<file path="src/rtl/otpRomPkg.sv">
package otpRomPkg;
  localparam int WORD_W = 16;
  localparam logic [7:0] MFR_CODE = 8'h20;
  localparam logic [7:0] DEV_CODE = 8'h8D;

  typedef struct packed {
    logic drive;    // output word valid this cycle
    logic selSig;   // pick identifier code instead of array word
    logic capture;  // latch address/data of a program cycle
    logic writeEn;  // commit latched word into array
  } romStrobe_t;
endpackage

</file>
<file path="src/rtl/otpRomDecode.sv">
module otpRomDecode
  import otpRomPkg::*;
(
  input  logic       clk,
  input  logic       rstN,
  input  logic       ceN,
  input  logic       oeN,
  input  logic       progVolt,
  input  logic       idVolt,
  output romStrobe_t stb
);
  logic progCycle;
  logic prevProg;

  assign progCycle = progVolt & ~ceN & oeN;

  always_ff @(posedge clk) begin
    if (!rstN) prevProg <= 1'b0;
    else       prevProg <= progCycle;
  end

  always_comb begin
    stb = '0;
    stb.capture = progCycle;
    stb.writeEn = prevProg & ceN;
    if (!ceN && !oeN) begin
      stb.drive  = 1'b1;
      stb.selSig = idVolt & ~progVolt;
    end
  end
endmodule

</file>
<file path="src/rtl/otpRomDatapath.sv">
module otpRomDatapath
  import otpRomPkg::*;
#(
  parameter int ADDR_W = 6,
  parameter int LAT    = 2
) (
  input  logic              clk,
  input  logic              rstN,
  input  logic [ADDR_W-1:0] addr,
  input  logic [WORD_W-1:0] dataIn,
  input  romStrobe_t        stb,
  output logic [WORD_W-1:0] dataOut,
  output logic              dataOutEn
);
  localparam int DEPTH = 1 << ADDR_W;

  logic [WORD_W-1:0] mem [DEPTH];
  logic [ADDR_W-1:0] pendAddr;
  logic [WORD_W-1:0] pendData;
  logic [WORD_W-1:0] sigWord;
  logic [WORD_W-1:0] stageWord;
  logic [WORD_W:0]   pipe [LAT];

  always_ff @(posedge clk) begin
    if (!rstN) begin
      pendAddr <= '0;
      pendData <= '1;
    end else if (stb.capture) begin
      pendAddr <= addr;
      pendData <= dataIn;
    end
  end

  always_ff @(posedge clk) begin
    if (!rstN) begin
      for (int i = 0; i < DEPTH; i++) mem[i] <= '1;
    end else if (stb.writeEn) begin
      mem[pendAddr] <= mem[pendAddr] & pendData;
    end
  end

  assign sigWord   = {{(WORD_W-8){1'b0}}, (addr[0] ? DEV_CODE : MFR_CODE)};
  assign stageWord = !stb.drive ? '0 : (stb.selSig ? sigWord : mem[addr]);

  always_ff @(posedge clk) begin
    if (!rstN) begin
      for (int i = 0; i < LAT; i++) pipe[i] <= '0;
    end else begin
      pipe[0] <= {stb.drive, stageWord};
      for (int i = 1; i < LAT; i++) pipe[i] <= pipe[i-1];
    end
  end

  assign dataOutEn = pipe[LAT-1][WORD_W];
  assign dataOut   = pipe[LAT-1][WORD_W-1:0];
endmodule

</file>
<file path="src/rtl/otpRomCtrl.sv">
module otpRomCtrl
  import otpRomPkg::*;
#(
  parameter int ADDR_W = 6,
  parameter int LAT    = 2
) (
  input  logic              clk,
  input  logic              rstN,
  input  logic [ADDR_W-1:0] addr,
  input  logic              ceN,
  input  logic              oeN,
  input  logic              progVolt,
  input  logic              idVolt,
  input  logic [15:0]       dataIn,
  output logic [15:0]       dataOut,
  output logic              dataOutEn
);
  romStrobe_t stb;

  otpRomDecode decode_i (
    .clk(clk), .rstN(rstN), .ceN(ceN), .oeN(oeN),
    .progVolt(progVolt), .idVolt(idVolt), .stb(stb)
  );

  otpRomDatapath #(.ADDR_W(ADDR_W), .LAT(LAT)) datapath_i (
    .clk(clk), .rstN(rstN), .addr(addr), .dataIn(dataIn), .stb(stb),
    .dataOut(dataOut), .dataOutEn(dataOutEn)
  );
endmodule

</file>
<file path="config.mk">
export PLATFORM = sky130hd
export DESIGN_NAME = otpRomCtrl
export DESIGN_NICKNAME = d
export VERILOG_FILES = /design/src/rtl/otpRomPkg.sv /design/src/rtl/otpRomDecode.sv /design/src/rtl/otpRomDatapath.sv /design/src/rtl/otpRomCtrl.sv
export SDC_FILE = /design/constraint.sdc
export NUM_CORES = 2
export LEC_CHECK = 0
export ABC_AREA = 0
export BUFFER_PORTS_ARGS = -buffer_cell sky130_fd_sc_hd__buf_4
export CAP_MARGIN = 20
export CORE_ASPECT_RATIO = 2
export CORE_MARGIN = 2
export CORE_UTILIZATION = 30
export DETAILED_ROUTE_END_ITERATION = 8
export PLACE_DENSITY = 0.41
export SYNTH_ARGS = -nofsm -noshare
export SYNTH_HDL_FRONTEND = slang
export SYNTH_HIERARCHICAL = 1
export SYNTH_SLANG_ARGS = --single-unit
</file>
<file path="constraint.sdc">
create_clock -name clk -period 9.6 [get_ports clk]
set_input_delay 0.48 -clock clk [delete_from_list [all_inputs] [get_ports clk]]
set_output_delay 0.48 -clock clk [all_outputs]
set_load 0.1 [all_outputs]
</file>
==> results.yml <==
grt:
  grt_busiest_layer: "met2"
  grt_pass1_wl_um: 326100
  grt_use_met2_pct: 46.65
  grt_overflow: 0
  antenna_found_initial: 18
  grt_pass1_vias: 35590
  grt_util_all_layers_pct: 25.97
  grt_util_met3_pct: 2.793
  grt_util_met1_pct: 28.05
  grt_max_degree: 77
floorplan:
  start_util_pct: 30.11
  io_pins: 45
  design.core.area_um2: 182500
  dieArea_um2: 186800
  die_w_um: 306.6
  num_rows: 222
  die_h_um: 609.2
sta:
  setup_viol: 0
  tightest_slew_ps: 1318
  period_needed_ps: 5736
  fin_tns_setup_ps: 0
  slew_headroom_pct: 11.92
  grt_setup_unrepaired: "no"
  maxSlewViolCount: 0
  max_freq_mhz: 174.3
  post-route-period-util_pct: 59.75
  hold_viol: 0
  fin_skew_ps: 28.28
synth:
  ys.warnings.count: 6
  synth_area_um2: 54950
  yosysSeqAreaShare_pct: 58.26
  async_reset_ff_share_pct: 0
  synth_seq_cells: 1087
  yosys.area.top_type: "edfxtp_1"
  synthCells: 3788
  synth-main-ff-cell: "edfxtp_1"
  synthTopCellsByArea: "edfxtp_1 56%, mux4_2 21%, nand2_1 7.4%, mux2i_1 4.2%, dfxtp_1 2.3%"
  synth_area_per_cell_um2: 14.51
  synth_edf_count: 1024
  ys_types: 55
  syn_nets: 3816
  synth_top_area_share_pct: 55.96
job:
  drv_cap: 0
clocking:
  root_buffer: "clkbuf_16"
  clk_latency_ps: 740
  clock_sinks: 1087
  ctsHoldBuffers: 9
  ctsResizeCount: 0
  cts_tree: "built"
  post-cts-setup-buffer-count: 0
  htree_levels: 3
  clkTransAtPathRegs_ps: 70
  cts_buffers: 107
  clk_path_buf_depth: 3
final_layout:
  layout_common_cells: "1082 x nand2_1, 1024 x edfxtp_1, 514 x mux4_2, 228 x mux2i_1, 215 x buf_4"
  final_nets: 3782
  drive_gt1_share_pct: 27.41
  instances_no_fill: 6281
  layout_commonest_cell: "nand2_1"
  post-route-util_pct: 34.27
  area_growth_pct: 13.81
critical_path:
  max_stage_delay_ps: 1060
  end_kind: "flop"
  path_cells: "buf_12 > mux2i_1 > a22oi_1 > a21oi_1 > nor2_1 > a32oi_4 > buf_4 > nand2_1"
  start_kind: "flop"
  worst-setup-path-type: "reg -> reg"
  cp.required_ps: 10030
  crit_family: "compound AO/OA/AOI/OAI gates"
  crit_path_max_fanout: 70
  cp.arrival_ps: 6160
  crit_buf_inv: 2
  crit_slowest_cell: "a32oi_4"
place:
  port_buffers: 44
  place_congestion: 0.9261
  dp_hpwl_um: 165300
  dp.cells: 5985
drt:
  drt-wirelength-per-cell_um: 38.71
  drt-total-wl_um: 243200
  drc_errors: 0
  num_vias: 34980
  first_pass_iters: 6
  avgViaCountPerCell: 5.569
  dr.first_iter.drc_count: 3664
  drtAntennaViolNets: 0
run_status:
  outcome: "finished clean"
hold_path:
  hp-class: "in -> reg"
power:
  power.density_nw_per_um2: 168.5
  p_leak_nw: 14.32
  irDropWorstVdd_mv: 0.1648
-- synthesized netlist by cell type (13+ instances only) --
cell type / n
buf_6: 17
mux4_2: 514
buf_2: 135
nor2_1: 81
and2_1: 24
a2111oi_0: 20
o211ai_1: 22
o21ai_0: 70
nand2b_1: 15
inv_1: 17
dfxtp_1: 63
nand3_1: 13
edfxtp_1: 1024
nand2_1: 1082
a22oi_1: 88
a21oi_1: 32
buf_1: 23
clkbuf_1: 175
mux2i_1: 229
nor2b_1: 25
buf_4: 38
-- layer usage --
layer / part of all wire, % / vias up / wire [um]
li1: - / 14490 / -
met1: 34 / 18810 / 82720
met2: 53 / 1321 / 128400
met3: 4.5 / 354 / 10960
met4: 8.7 / 6 / 21060
met5: 0.030 / - / 72
-- state kept, by name, summed over array words and instances (netlist names), named ones only --
signal               count
datapath_i/pendAddr      6
datapath_i/mem        1024
decode_i/prevProg        1
datapath_i/pendData     16
datapath_i/pipe         34
-- power by group --
group	total [mW]	switching, mW	internal [mW]
clock network	4.62	1.98	2.64
registers	5.19	0.0184	5.17
logic	0.728	0.561	0.167
total	10.5	2.56	7.98
-- final cells by class --
type	instances	area, um^2
Antenna cell	83	207.7
Clock buffer	150	3087
Clock inverter	51	626.9
Fill cell	17390	120000
Inverter	18	67.56
Multi-Input combinational cell	2293	21500
Sequential cell	1087	32020
Tap cell	2352	2943
Timing Repair Buffer	247	2082
-- cells by family after synthesis --
kind of cell	after synthesis	synth area share, %
AND/OR/NAND/NOR	1270	9.199
flip-flops	1087	58.26
multiplexers	746	25.30
buffers and inverters	408	3.609
AO/OA/AOI/OAI	277	3.634
-- metrics by stage --
step / power [mW] / hold slack (ps) / area [um^2] / worst slack, ps
5_1_grt: 10.79 / 76.57 / 62520 / 3910
3_5_place_dp: 6.029 / 424.2 / 58500 / 4057
2_1_floorplan: 5.697 / 411.9 / 54950 / 6438
6_report: 10.54 / 69.46 / 62540 / 3864
4_1_cts: 10.63 / 29.20 / 62310 / 4075
3_3_place_gp: 6.027 / 421.1 / 58390 / 3957
-- worst register-to-register path, delay by kind of cell, from the launching register on --
| family | cells | cell delay, ps |
|---|---|---|
| compound gates | 3 | 1880 |
| buf+inv | 2 | 1170 |
| flops | 1 | 980 |
| mux | 1 | 920 |
| simple gates | 2 | 480 |
-- final timing paths --
| path | startpoint | endpoint | slack [ps] | depth (start not counted) |
|---|---|---|---|---|
| max | flop | datapath_i/mem[39][9]$_SDFFCE_PN1P_ | 3860 | 8 |
| min | progVolt | decode_i/prevProg$_SDFF_PN0_ | 70 | 2 |
| max reg2reg | flop | datapath_i/mem[39][9]$_SDFFCE_PN1P_ | 3860 | 8 |
| min reg2reg | datapath_i/pipe[0][10]$_SDFF_PP0_ | datapath_i/pipe[0][27]$_SDFF_PN0_ | 430 | 1 |
(Power assumes the default switching activity.)
